==> src/rtl/slp_wake_pkg.sv <==
package slp_wake_pkg;
  localparam int NSRC   = 11;
  localparam int NPAD   = 18;
  localparam int PSEL_W = 5;
  localparam int THR_W  = 10;
  localparam int NUART  = 2;

  localparam int S_EXT0  = 0;
  localparam int S_EXT1  = 1;
  localparam int S_GPIO  = 2;
  localparam int S_TIMER = 3;
  localparam int S_SDIO  = 4;
  localparam int S_WIFI  = 5;
  localparam int S_UART0 = 6;
  localparam int S_UART1 = 7;
  localparam int S_TOUCH = 8;
  localparam int S_ULP   = 9;
  localparam int S_BT    = 10;

  typedef logic [NSRC-1:0] src_vec_t;

  typedef enum logic [1:0] {
    MODE_NONE  = 2'd0,
    MODE_LIGHT = 2'd1,
    MODE_DEEP  = 2'd2,
    MODE_HIB   = 2'd3
  } slp_mode_e;

  localparam src_vec_t ALLOW_LIGHT = '1;
  localparam src_vec_t ALLOW_DEEP  = src_vec_t'((1 << S_EXT0) | (1 << S_EXT1) | (1 << S_GPIO) |
                                                (1 << S_TIMER) | (1 << S_TOUCH) | (1 << S_ULP));
  localparam src_vec_t ALLOW_HIB   = src_vec_t'((1 << S_EXT1) | (1 << S_TIMER));
  localparam src_vec_t NO_REJECT   = src_vec_t'((1 << S_UART0) | (1 << S_UART1));

  function automatic src_vec_t allow_mask(slp_mode_e m);
    case (m)
      MODE_LIGHT: allow_mask = ALLOW_LIGHT;
      MODE_DEEP:  allow_mask = ALLOW_DEEP;
      MODE_HIB:   allow_mask = ALLOW_HIB;
      default:    allow_mask = '0;
    endcase
  endfunction
endpackage

==> src/rtl/slp_sync.sv <==
module slp_sync #(
  parameter int W      = 1,
  parameter int STAGES = 2
) (
  input  logic         clk_i,
  input  logic         rst_ni,
  input  logic [W-1:0] d_i,
  output logic [W-1:0] q_o
);
  logic [W-1:0] stg [STAGES];

  for (genvar i = 0; i < STAGES; i++) begin : g_stg
    if (i == 0) begin : g_first
      always_ff @(posedge clk_i or negedge rst_ni)
        if (!rst_ni) stg[i] <= '0;
        else         stg[i] <= d_i;
    end else begin : g_rest
      always_ff @(posedge clk_i or negedge rst_ni)
        if (!rst_ni) stg[i] <= '0;
        else         stg[i] <= stg[i-1];
    end
  end

  assign q_o = stg[STAGES-1];
endmodule

==> src/rtl/slp_pad_wake.sv <==
module slp_pad_wake #(
  parameter int NPAD   = 18,
  parameter int PSEL_W = 5
) (
  input  logic [NPAD-1:0]   pad_i,
  input  logic [PSEL_W-1:0] ext0_sel_i,
  input  logic              ext0_pol_i,
  input  logic [NPAD-1:0]   ext1_map_i,
  input  logic              ext1_pol_i,
  output logic              ext0_o,
  output logic              ext1_o
);
  logic [NPAD-1:0] picked;
  logic            any_hi, all_lo;

  // out-of-range select matches no pad and never fires
  always_comb begin
    ext0_o = 1'b0;
    for (int i = 0; i < NPAD; i++)
      if (ext0_sel_i == PSEL_W'(i)) ext0_o = (pad_i[i] == ext0_pol_i);
  end

  assign picked = pad_i & ext1_map_i;
  assign any_hi = |picked;
  assign all_lo = ~any_hi & (|ext1_map_i);
  assign ext1_o = ext1_pol_i ? any_hi : all_lo;
endmodule

==> src/rtl/slp_uart_act.sv <==
module slp_uart_act #(
  parameter int THR_W = 10
) (
  input  logic             clk_i,
  input  logic             rst_ni,
  input  logic             rxd_i,
  input  logic             count_en_i,
  input  logic             clr_i,
  input  logic [THR_W-1:0] thr_i,
  output logic             hit_o
);
  localparam int CNT_W = THR_W + 1;

  logic             rxd_prev;
  logic [CNT_W-1:0] cnt_q;
  logic [CNT_W-1:0] goal;
  logic             rise;

  assign rise = rxd_i & ~rxd_prev;
  assign goal = CNT_W'(thr_i) + CNT_W'(2);

  always_ff @(posedge clk_i or negedge rst_ni)
    if (!rst_ni) rxd_prev <= 1'b0;
    else         rxd_prev <= rxd_i;

  always_ff @(posedge clk_i or negedge rst_ni)
    if (!rst_ni)                             cnt_q <= '0;
    else if (clr_i)                          cnt_q <= '0;
    else if (count_en_i && rise && ~&cnt_q)  cnt_q <= cnt_q + CNT_W'(1);

  assign hit_o = (cnt_q >= goal);
endmodule

==> src/rtl/slp_wake_ctrl.sv <==
module slp_wake_ctrl
  import slp_wake_pkg::*;
(
  input  logic              clk_i,
  input  logic              rst_ni,
  input  logic              sleep_req_i,
  input  logic [1:0]        req_mode_i,
  input  logic [NSRC-1:0]   wake_ena_i,
  input  logic [NSRC-1:0]   rej_ena_i,
  input  logic              rej_light_en_i,
  input  logic              rej_deep_en_i,
  input  logic [PSEL_W-1:0] ext0_sel_i,
  input  logic              ext0_pol_i,
  input  logic [NPAD-1:0]   ext1_map_i,
  input  logic              ext1_pol_i,
  input  logic [THR_W-1:0]  uart_thr_i,
  input  logic [NPAD-1:0]   pad_i,
  input  logic              gpio_i,
  input  logic              timer_i,
  input  logic              sdio_cmd_i,
  input  logic              wifi_i,
  input  logic [NUART-1:0]  uart_rxd_i,
  input  logic              touch_i,
  input  logic              ulp_i,
  input  logic              bt_i,
  input  logic              cause_clr_i,
  output logic              asleep_o,
  output logic              wake_o,
  output logic              sleep_grant_o,
  output logic              sleep_rej_o,
  output logic [NSRC-1:0]   wake_cause_o,
  output logic [NSRC-1:0]   rej_cause_o
);
  localparam int LVL_W = NPAD + 6 + NUART;

  logic [LVL_W-1:0] lvl_raw, lvl_s;
  logic [NPAD-1:0]  pad_s;
  logic [NUART-1:0] rxd_s, uart_hit;
  logic             gpio_s, timer_s, wifi_s, touch_s, ulp_s, bt_s;
  logic             ext0_hit, ext1_hit;
  src_vec_t         src, wake_hit, rej_hit;
  slp_mode_e        mode_q, req_mode;
  logic             asleep_q, req_ok, rej_mode_en, grant_now;
  logic             wake_q, grant_q, rej_q;
  src_vec_t         wake_cause_q, rej_cause_q;

  assign lvl_raw = {uart_rxd_i, bt_i, ulp_i, touch_i, wifi_i, timer_i, gpio_i, pad_i};

  slp_sync #(.W(LVL_W), .STAGES(2)) u_sync (
    .clk_i (clk_i),
    .rst_ni(rst_ni),
    .d_i   (lvl_raw),
    .q_o   (lvl_s)
  );

  assign {rxd_s, bt_s, ulp_s, touch_s, wifi_s, timer_s, gpio_s, pad_s} = lvl_s;

  slp_pad_wake #(.NPAD(NPAD), .PSEL_W(PSEL_W)) u_pad (
    .pad_i     (pad_s),
    .ext0_sel_i(ext0_sel_i),
    .ext0_pol_i(ext0_pol_i),
    .ext1_map_i(ext1_map_i),
    .ext1_pol_i(ext1_pol_i),
    .ext0_o    (ext0_hit),
    .ext1_o    (ext1_hit)
  );

  for (genvar u = 0; u < NUART; u++) begin : g_uart
    slp_uart_act #(.THR_W(THR_W)) u_act (
      .clk_i     (clk_i),
      .rst_ni    (rst_ni),
      .rxd_i     (rxd_s[u]),
      .count_en_i(asleep_q),
      .clr_i     (grant_now),
      .thr_i     (uart_thr_i),
      .hit_o     (uart_hit[u])
    );
  end

  always_comb begin
    src          = '0;
    src[S_EXT0]  = ext0_hit;
    src[S_EXT1]  = ext1_hit;
    src[S_GPIO]  = gpio_s;
    src[S_TIMER] = timer_s;
    src[S_SDIO]  = sdio_cmd_i;
    src[S_WIFI]  = wifi_s;
    src[S_UART0] = uart_hit[0];
    src[S_UART1] = uart_hit[1];
    src[S_TOUCH] = touch_s;
    src[S_ULP]   = ulp_s;
    src[S_BT]    = bt_s;
  end

  assign req_mode    = slp_mode_e'(req_mode_i);
  assign req_ok      = sleep_req_i & ~asleep_q & (req_mode != MODE_NONE);
  assign rej_mode_en = (req_mode == MODE_LIGHT) ? rej_light_en_i : rej_deep_en_i;
  assign rej_hit     = rej_mode_en ? (src & rej_ena_i & ~NO_REJECT) : '0;
  assign wake_hit    = asleep_q ? (src & wake_ena_i & allow_mask(mode_q)) : '0;
  assign grant_now   = req_ok & ~(|rej_hit);

  always_ff @(posedge clk_i or negedge rst_ni)
    if (!rst_ni) begin
      asleep_q <= 1'b0;
      mode_q   <= MODE_NONE;
      wake_q   <= 1'b0;
      grant_q  <= 1'b0;
      rej_q    <= 1'b0;
    end else begin
      wake_q  <= 1'b0;
      grant_q <= 1'b0;
      rej_q   <= 1'b0;
      if (|wake_hit) begin
        asleep_q <= 1'b0;
        wake_q   <= 1'b1;
      end else if (req_ok) begin
        if (|rej_hit) begin
          rej_q <= 1'b1;
        end else begin
          grant_q  <= 1'b1;
          asleep_q <= 1'b1;
          mode_q   <= req_mode;
        end
      end
    end

  // clear wins over history; a same-cycle event reloads the fresh causes
  always_ff @(posedge clk_i or negedge rst_ni)
    if (!rst_ni)          wake_cause_q <= '0;
    else if (cause_clr_i) wake_cause_q <= wake_hit;
    else if (|wake_hit)   wake_cause_q <= wake_cause_q | wake_hit;

  always_ff @(posedge clk_i or negedge rst_ni)
    if (!rst_ni)               rej_cause_q <= '0;
    else if (cause_clr_i)      rej_cause_q <= (req_ok && !(|wake_hit)) ? rej_hit : '0;
    else if (req_ok && !(|wake_hit) && (|rej_hit))
                               rej_cause_q <= rej_cause_q | rej_hit;

  assign asleep_o      = asleep_q;
  assign wake_o        = wake_q;
  assign sleep_grant_o = grant_q;
  assign sleep_rej_o   = rej_q;
  assign wake_cause_o  = wake_cause_q;
  assign rej_cause_o   = rej_cause_q;
endmodule

==> config.mk <==
export PLATFORM = sky130hd
export DESIGN_NAME = slp_wake_ctrl
export DESIGN_NICKNAME = d
export VERILOG_FILES = /design/src/rtl/slp_wake_pkg.sv /design/src/rtl/slp_sync.sv /design/src/rtl/slp_pad_wake.sv /design/src/rtl/slp_uart_act.sv /design/src/rtl/slp_wake_ctrl.sv
export SDC_FILE = /design/constraint.sdc
export NUM_CORES = 1
export LEC_CHECK = 0
export BUFFER_PORTS_ARGS = -buffer_cell sky130_fd_sc_hd__buf_2
export CAP_MARGIN = 20
export CORE_MARGIN = 2
export CORE_UTILIZATION = 40
export CTS_BUF_LIST = sky130_fd_sc_hd__clkbuf_2
export DETAILED_ROUTE_END_ITERATION = 16
export PLACE_DENSITY = 0.65
export SYNTH_ARGS = -nofsm -noshare
export SYNTH_HDL_FRONTEND = slang
export SYNTH_HIERARCHICAL = 1
export SYNTH_SLANG_ARGS = --single-unit
==> constraint.sdc <==
create_clock -name clk_i -period 4.5 [get_ports clk_i]
set_input_delay 0.9 -clock clk_i [delete_from_list [all_inputs] [get_ports clk_i]]
set_output_delay 0.9 -clock clk_i [all_outputs]
set_load 0.005 [all_outputs]
# Word-level counts from Yosys, hierarchy flattened
# Index checks and enable logic that the tools add are counted.
dict set report classes {
  addsub 3
  magnitude_cmp 2
  eq_ne 40
  n_mux 42
  bitwise 18
  reduce_logical 24
}
# operator count
set ops {}
lappend ops {{11-bit two-way mux} 11}
lappend ops {{5-bit by 4-bit == test with 1-bit output (second input constant)} 8}
lappend ops {{18-bit OR reduction} 2}
lappend ops {{11-bit AND} 3}
lappend ops {{11-bit case mux with 3 select lines} 1}
lappend ops {{1-bit two-way mux} 30}
lappend ops {{11-bit by 1-bit adder with 11-bit output (second input constant)} 2}
lappend ops {{11-bit greater-or-equal comparator} 2}
lappend ops {{11-bit OR} 2}
lappend ops {{11-bit AND reduction} 2}
lappend ops {{11-bit OR reduction} 2}
lappend ops {{5-bit by 3-bit == test with 1-bit output (second input constant)} 4}
lappend ops {{18-bit AND} 1}
lappend ops {{1-bit == test} 18}
lappend ops {{2-bit nonzero test} 6}
lappend ops {{10-bit by 2-bit adder with 11-bit output (second input constant)} 1}
lappend ops {{5-bit by 2-bit == test with 1-bit output (second input constant)} 2}
lappend ops {{5-bit == test (second input constant)} 2}
lappend ops {{1-bit AND} 6}
lappend ops {{1-bit logical AND} 6}
lappend ops {{1-bit inverter} 6}
lappend ops {{5-bit by 1-bit == test with 1-bit output (second input constant)} 1}
lappend ops {{5-bit zero test} 1}
lappend ops {{2-bit by 1-bit == test with 1-bit output (second input constant)} 2}
lappend ops {{other kinds (5)} 8}
dict set report totals {
  register_bits 104
  in_bits 92
  out_inout_bits 26
  wordCells 142
}

# Longest topological paths before layout
# Gate-level depths: netlist of the first run.
dict set report depth {
  word_depth 28
  ltp_mapped 13
  ltp_nobuf 13
}

# Cells and area by module
# The synthesis of the first run kept the hierarchy.
# module instances cells_each area_per_inst_um2
set by_module_without_submodules {}
lappend by_module_without_submodules {slp_uart_act 2 111 998.5}
lappend by_module_without_submodules {slp_sync 1 78 1496.4}
lappend by_module_without_submodules {slp_wake_ctrl 1 125 1199.9}
lappend by_module_without_submodules {slp_pad_wake 1 99 704.4}

# Worst setup path before layout of the first run
# No wires, ideal clock.
dict set report synth_path {
  path_type {in2reg}
  startpoint {in ext0_sel_i[0]}
  endpoint {reg g_uart[0].u_act.cnt_q[5]}
  setup_time_ns 0.125
  arrival_ns 3.285
  required_ns 4.375
  setup_slack_ns 1.090
  stages 12
  path_buffers 2
  path_cell_list {clkbuf_2 or4_1 a32oi_1 o22ai_1 o22ai_1 a31oi_1 a22oi_1 o2111ai_1 o22ai_4 clkbuf_1 nor2_1 mux2_2}
}
dict set report synth_via {
  elab_chain_len 25
  elab_cells_between_ends 43
  classes_between {eq/ne: 17; mux: 20; bitwise: 3; reduce/logical: 3}
}
# element line
set synth_rtl {}
lappend synth_rtl {{from (decl)} slp_wake_ctrl.sv:12} ;# input logic [PSEL_W-1:0] ext0_sel_i,
lappend synth_rtl {{5-bit zero test} slp_pad_wake.sv:20} ;# if (ext0_sel_i == PSEL_W'(i)) ext0_o = (pad_i[i] == ext0_pol_i);
lappend synth_rtl {{1-bit two-way mux (17 in series)} slp_pad_wake.sv:20}
lappend synth_rtl {{1-bit two-way mux (*)} slp_pad_wake.sv:20}
lappend synth_rtl {{named net ext0_hit} slp_wake_ctrl.sv:40} ;# logic ext0_hit, ext1_hit;
lappend synth_rtl {{11-bit AND (*)} slp_wake_ctrl.sv:98} ;# assign rej_hit = rej_mode_en ? (src & rej_ena_i & ~NO_REJECT) : '0;
lappend synth_rtl {{11-bit two-way mux (*)} slp_wake_ctrl.sv:98}
lappend synth_rtl {{11-bit OR reduction (*)} slp_wake_ctrl.sv:100} ;# assign grant_now = req_ok & ~(|rej_hit);
lappend synth_rtl {{1-bit inverter (no source line) (*)} -}
lappend synth_rtl {{1-bit AND (*)} slp_wake_ctrl.sv:100}
lappend synth_rtl {{named net grant_now} slp_wake_ctrl.sv:43} ;# logic asleep_q, req_ok, rej_mode_en, grant_now;
lappend synth_rtl {{11-bit two-way mux or 2-bit nonzero test (tied branches)} -}
lappend synth_rtl {{to (signal assigned)} slp_uart_act.sv:29} ;# else if (count_en_i && rise && ~&cnt_q) cnt_q <= cnt_q + CNT_W'(1);
lappend synth_rtl {{to (decl)} slp_uart_act.sv:15} ;# logic [CNT_W-1:0] cnt_q;
# Mark *: on every way through the listed nets, which the timed path passes. The rest lies on a longest branch.
# A chain may end at the register's enable or synchronous reset.

# Worst setup path in the final report of the first run
dict set report layout_path {
  startpoint {in ext0_sel_i[0]}
  endpoint {reg g_uart[1].u_act.cnt_q[5]}
}
dict set report layout_via {
  elab_chain_len 25
  elab_cells_between_ends 43
  classes_between {eq/ne: 17; mux: 20; bitwise: 3; reduce/logical: 3}
}
# element line
set layout_rtl {}
lappend layout_rtl {{5-bit zero test} slp_pad_wake.sv:20}
lappend layout_rtl {{1-bit two-way mux (17 in series)} slp_pad_wake.sv:20}
lappend layout_rtl {{1-bit two-way mux (*)} slp_pad_wake.sv:20}
lappend layout_rtl {{named net ext0_hit} slp_wake_ctrl.sv:40}
lappend layout_rtl {{11-bit AND (*)} slp_wake_ctrl.sv:98}
lappend layout_rtl {{11-bit two-way mux (*)} slp_wake_ctrl.sv:98}
lappend layout_rtl {{11-bit OR reduction (*)} slp_wake_ctrl.sv:100}
lappend layout_rtl {{1-bit inverter (no source line) (*)} -}
lappend layout_rtl {{1-bit AND (*)} slp_wake_ctrl.sv:100}
lappend layout_rtl {{named net grant_now} slp_wake_ctrl.sv:43}
lappend layout_rtl {{11-bit two-way mux or 2-bit nonzero test (tied branches)} -}
lappend layout_rtl {{to (signal assigned)} slp_uart_act.sv:29}
lappend layout_rtl {{to (decl)} slp_uart_act.sv:15}
# Marked as above.

==> metrics, run 1 <==
status=finished clean; HP Class=in2async; Worst slew margin=0.5845; synthesized flop and latch total=a little over 100; Layout Skew=between 30 and 40 ps; clk root buf=clkbuf_2; final setup violation count=0; worst r2r src=u_sync/q_o[12]; RSZ-0062 raised after global routing=no; vias per cell=around 5.3; setup tns final=0 ps; crit path from=ext0_sel_i[0]; CTS buffer count=9; number of buffer cells added on primary ports=113; Reg power frac=0.574; DRT iter0 DRCs=approximately 420; Max Clk Rate=317.5 MHz; cell taking the most area after synthesis=dfrtp_1; number of flops mapped to enable cells by yosys=0; gr usage total=0.1793; Pwr Density=between 300 and 400 nW/µm²; share of cells above drive strength 1=0.2476; Die Width=around 120 µm; Async S/R FF share, synth=1.000; starting density of the core=0.4092; clock-pin slew on the worst setup and hold paths=250 ps; Synth area leaders=dfrtp_1 47%, ha_1 6.5%, buf_4 4.3%, o22ai_1 2.8%, nand2_1 2.4%; Vias=4203; ANT cells=0; dpl cells=around 800; Worst-Margin Slew=a little over 600 ps; NetSw=between 600 and 700 µW; post-layout util=0.4585; crit-path max FO=33; GRT overflow=0; Critical Path Source Type=input port; full die area=14440 µm²; internal power=1276 µW; Detailed Route WL=about 12000 µm; DRT antenna net count=0; max-slew violations=0; first-pass GRT wire length=around 21000 µm; synthesized area=between 5000 and 6000 µm²; Syn Area/Cell=slightly above 10 µm²; CTS Sinks=roughly 100; Final nets=about 730; # IOs=approximately 120; area growth from synthesis to layout=12.03%; Hold Vio Cnt, Final=0; Worst Path Arrival=3650 ps; Setup Buffers After CTS=0; clock power share=0.196; GPL Wtd Cong=between 0.8 and 0.9; vias in the first global route=between 4000 and 5000; Core Area=13190 µm²; post-detail-place hpwl=between 9000 and 10000 µm; Period minus WS final=roughly 3100 ps; DRC errors left=0; max-cap violations=0; Critical Path RT=5000 ps; number of detailed-route iterations in the first pass=5; sw frac=0.3342; H-tree levels=3; initial antenna violation count=0; commonest non-fill, non-tap cell in the layout=buf_2; period utilization=0.6999; FP Rows=42; share of Yosys cell area claimed by the top area cell type=0.4729; Max Buffers Root-to-Sink=2; wire per inst=15.43 µm; synth warn=6; Seq/Total Area, Yosys=0.4729; Yosys cell types=roughly 60; fin cells=roughly 790; P_leak=about 0.0028 µW; Die Y=120.2 µm; CTS tree=yes; largest net degree at the start of global routing=81; Post-CTS Hold Fix Bufs=0; most frequent cells in the layout=112 x buf_2, 102 x dfrtp_1, 35 x nand2_1; Peak VDD IR=around 120 µV; CP Class=in2reg; Worst setup EP type=flop; clk_lat worst skew=around 600 ps; Combinational Power Share=0.231; Post-Syn Instances=around 520; post_cts resized=0; Synth Flop Type=dfrtp_1
==> area by class of cell <==
| type | instances | area, µm² |
|---|---|---|
| multi-input cells | 349 | 2444 |
| clock inverters | 6 | 38.79 |
| inverters | 35 | 131.4 |
| clock buffers | 10 | 50.05 |
| well taps | 176 | 220.2 |
| repair buffers | 116 | 610.6 |
| fillers | 1255 | 7143 |
| flip-flops and latches | 102 | 2552 |
==> registers in the layout (all words and copies together), names as in the netlist <==
| name | count |
|---|---|
| asleep_o | 1 |
| g_uart.u_act/cnt_q | 22 |
| g_uart.u_act/rxd_prev | 2 |
| mode_q | 2 |
| rej_cause_o | 9 |
| sleep_grant_o | 1 |
| sleep_rej_o | 1 |
| u_sync/q_o | 26 |
| u_sync/stg | 26 |
| wake_cause_o | 11 |
| wake_o | 1 |
==> synth_stat cells, drive strengths merged, types with 5 or more instances <==
cell type and number:
o21ai 15, a221oi 6, a31oi 7, nor2 26, nor2b 8, and3 7
buf 34, xor2 14, inv 35, or3 6, clkbuf 5, xnor2 10
a21o 5, a22oi 12, nor4 10, nand4 7, dfrtp 102, nand2 35
ha 28, mux2 10, mux2i 5, nand3 25, a21oi 21, o22ai 25
nand2b 10, nor3 8, or4 7
==> cell families after synthesis <==
logic type	count (synthesis)	synth area share
buffers and inverters	74	0.07510
AO/OA/AOI/OAI	114	0.1423
XOR/XNOR	24	0.03894
flip-flops	102	0.4729
adder cells (fa/ha/maj)	28	0.06491
AND/OR/NAND/NOR	166	0.1743
other	1	0.0006947
multiplexers	15	0.03083
==> metal layers <==
layer,routed length (µm),vias to the layer above,track usage
li1,-,2055,-
met1,5690,2005,0.2491
met2,5683,129,0.2756
met3,701,14,0.03945
met4,175,0,0.06471
met5,0,-,0
==> critical path, cell delays in order <==
cell and delay (ps):
buf_2 220, and2_2 290, a41oi_1 320, a221oi_1 130, o21ai_0 210, a31oi_1 180
a22oi_1 290, o2111ai_1 260, o22ai_4 140, buf_4 350, nor2_1 80, mux2_2 260
==> stage by stage <==
step                power (µW)  hold slack [ps]  instance area (µm²)  setup WS (ps)
finish                    1916            94.01                 6047           1351
global route              2058            13.21                 6047           1115
floorplan                 1375            331.2                 5401           1090
CTS                       1939            303.9                 6020           1367
global placement          1536            334.8                 5931          798.6
detailed placement        1557            334.7                 5931          715.3
==> power groups by stage <==
stage / combinational, µW / sequential [µW] / clock [µW]
3_5_place_dp: 442 / 1120 / 0
2_1_floorplan: 291 / 1080 / 0
5_1_grt: 513 / 1120 / 429
6_report: 442 / 1100 / 375
4_1_cts: 443 / 1100 / 397
3_3_place_gp: 424 / 1110 / 0
==> path summary, 6_finish.rpt <==
check,to,slack [ps],cells after the start
worst max register to register,g_uart[1].u_act/cnt_q[5],1400,11
worst max-delay path,g_uart[1].u_act/cnt_q[5],1350,12
min in group clk_i,u_sync/q_o[1],370,0
max in group asynchronous,g_uart[0].u_act/cnt_q[0],3500,3
worst min-delay path,u_sync/stg[26],90,1
worst min register to register,u_sync/q_o[1],370,0
No activity file was read; power rests on OpenSTA's default activity.
==> run 2, diff against run 1 <==
--- a/config.mk
+++ b/config.mk
@@ -11,7 +11,7 @@
 export CORE_UTILIZATION = 40
 export CTS_BUF_LIST = sky130_fd_sc_hd__clkbuf_2
 export DETAILED_ROUTE_END_ITERATION = 16
-export PLACE_DENSITY = 0.65
+export PLACE_DENSITY = 0.67
 export SYNTH_ARGS = -nofsm -noshare
 export SYNTH_HDL_FRONTEND = slang
 export SYNTH_HIERARCHICAL = 1
==> constraint.sdc (replaced) <==
create_clock -name clk_i -period 2.83 [get_ports clk_i]
set_input_delay 0.566 -clock clk_i [delete_from_list [all_inputs] [get_ports clk_i]]
set_output_delay 0.566 -clock clk_i [all_outputs]
set_load 0.005 [all_outputs]
==> run 2 against run 1 <==
- via count up 5.4%
- largest cell class unchanged
- sequential cell count unchanged
- cell count up 6.9%
- global-route usage up 0.46 points
- non-clock buffer count up 55
==> metrics, run 2 (synthesis results as in run 1) <==
crit-path max FO=14 (-58%); Reg power frac=0.532 (-0.042); initial antenna violation count=0 (unchanged); hold_ws=63.07 ps (-30.94 ps); post-layout util=0.4993 (+0.04088); number of buffer cells added on primary ports=113 (unchanged); final setup violation count=0 (unchanged); Worst Path Arrival=3280 ps (-370 ps); CTS Sinks=102 (unchanged); DRC errors left=0 (unchanged); Core Area=13190 µm² (unchanged); Max Clk Rate=360.0 MHz; Final nets=788 (+7.5%); area growth from synthesis to layout=22.02%; period utilization=0.9814; Layout Skew=44.81 ps (+8.970 ps); crit path from=u_sync/q_o[12]; ANT cells=0 (unchanged); CTS tree=yes; Combinational Power Share=0.245 (+0.014); Pwr Density=498.3 nW/µm² (+57%); full die area=14440 µm² (unchanged); share of cells above drive strength 1=0.2897 (+0.04217); max-slew violations=0 (unchanged); largest net degree at the start of global routing=44 (-46%); worst r2r path cells=12 (+1); clk_lat worst skew=620 ps (+20 ps); DRT antenna net count=0 (unchanged); GRT overflow=0 (unchanged); Worst slew margin=0.5481 (-0.03642); crit-path max cell delay=510 ps (+160 ps); starting density of the core=0.4092 (unchanged); vias in the first global route=4371 (+3.2%); setup tns final=0 ps (unchanged); wire per inst=15.52 µm (+0.59%); Area after DPL=6225 µm² (+5.0%); cells along the critical path=or4_1 > a32oi_1 > o22ai_1 > nor2_1 > a31oi_1 > a22oi_2 > o2111ai_2 > o22ai_4 > buf_4 > clkbuf_16 > buf_4 > nor2_1; max-cap violations=0 (unchanged); DRT iter0 DRCs=367 (-12%); Slowest cell on crit path=or4_1; Vias=4431 (+5.4%); Detailed Route WL=13180 µm (+7.6%); Die Y=120.2 µm (unchanged); clock-pin slew on the worst setup and hold paths=270 ps (+20 ps); Max Buffers Root-to-Sink=2 (unchanged); Worst-Margin Slew=672.3 ps (+54.18 ps); Critical Path RT=3340 ps (-1660 ps); Period minus WS final=approximately 2800 ps; CP Class=reg2reg; most frequent cells in the layout=112 x buf_2, 101 x dfrtp_1, 38 x buf_4; Die Width=120.2 µm (unchanged); H-tree levels=3 (unchanged); gr usage total=0.1840 (+0.004631); post-detail-place hpwl=10000 µm (+8.6%); first-pass GRT wire length=21070 µm (+2.1%); Critical Path Sink=g_uart[1].u_act/cnt_q[8]; Critical Path Source Type=flop; RSZ-0062 raised after global routing=yes; internal power=2208 µW (+73%); NetSw=1074 µW (+68%); finished layout cell area=6586 µm² (+8.9%); worst r2r src=u_sync/q_o[12]; CTS buffer count=9 (unchanged); commonest non-fill, non-tap cell in the layout=buf_2; GPL Wtd Cong=0.9188 (+7.5%); FP Rows=42 (unchanged); P_leak=0.003082 µW (+10%); FF-to-FF End=g_uart[1].u_act/cnt_q[8]; clock power share=0.223 (+0.027); number of detailed-route iterations in the first pass=5 (unchanged); HP Class=in2reg; vias per cell=5.219 (-1.4%); Hold Vio Cnt, Final=0 (unchanged); status=finished clean; sw frac=0.3272 (-0.006979); # IOs=118 (unchanged); Peak VDD IR=211.5 µV (+75%); Worst setup EP type=flop; clk root buf=clkbuf_2; R2R setup slack=50 ps (-1350 ps)
==> run 2: changes by cell type in the layout (fill, tap and decap cells not counted), moves of 2 or more <==
cell	change
buf_4	+35
dlygate4sd3_1	+18
buf_12	+2
clkinv_4	+2
clkinvlp_4	-2
inv_6	+2
mux2_2	-2
mux2_4	+2
==> run 2: final cells by class <==
type	instances	area, µm²
clock buffers	9	45.04
clock inverters	7	80.08
fillers	1223	6604
inverters	35	131.4
multi-input cells	349	2465
flip-flops and latches	102	2554
well taps	176	220.2
repair buffers	171	1091
==> run 2: how the worst min path moves through the flow <==
stage / slack [ps] / from / cells past startpoint / end
after global routing: 5 / gpio_i / 1 / u_sync/stg[44]
after detailed placement: 330 / u_sync/stg[51] / 0 / u_sync/q_o[25]
after floorplan: 270 / rst_ni / 0 / asleep_o
after CTS: 2 / pad_i[17] / 1 / u_sync/stg[43]
final: 60 / pad_i[14] / 1 / u_sync/stg[40]
after global placement: 330 / u_sync/stg[38] / 0 / u_sync/q_o[12]
==> run 2: through the flow <==
| stage | setup WS (ps) | total power (µW) | cells |
|---|---|---|---|
| global placement | -306.2 | 2503 | 811 |
| global route | -93.27 | 3501 | 849 |
| detailed placement | -355.8 | 2536 | 811 |
| finish | 52.58 | 3282 | 849 |
| floorplan | -151.9 | 2199 | 525 |
| CTS | 26.01 | 3304 | 844 |
==> run 2: repair_timing <==
action / CTS / global route
endpoints found under the hold margin: 57 / 1
cloned: 0 / 1
buffers inserted: 0 / 3
pin swaps: 0 / 2
hold buffers: 17 / 1
resized for setup: 1 / 2
setup endpoints to repair: 7 / 9
==> run 2: worst max-delay path, delay by kind of cell, from the launching register on <==
kind                   cells  cell delay, ps
AO/OA/AOI/OAI              6            1100
buffers and inverters      3             460
flip-flops                 1             450
AND/OR/NAND/NOR            3             660
==> run 2: layer usage <==
metal,GRT usage,routed length (µm)
met3,0.02899,616
met1,0.2451,6038
met2,0.2972,6267
met5,0,0
met4,0.07941,253
==> run 2: power by group through the flow <==
stage / Clock, µW / Sequential (µW) / Combinational (µW)
global route: 821 / 1770 / 910
detailed placement: 0 / 1770 / 763
floorplan: 0 / 1720 / 474
finish: 733 / 1750 / 804
global placement: 0 / 1770 / 737
CTS: 768 / 1750 / 789
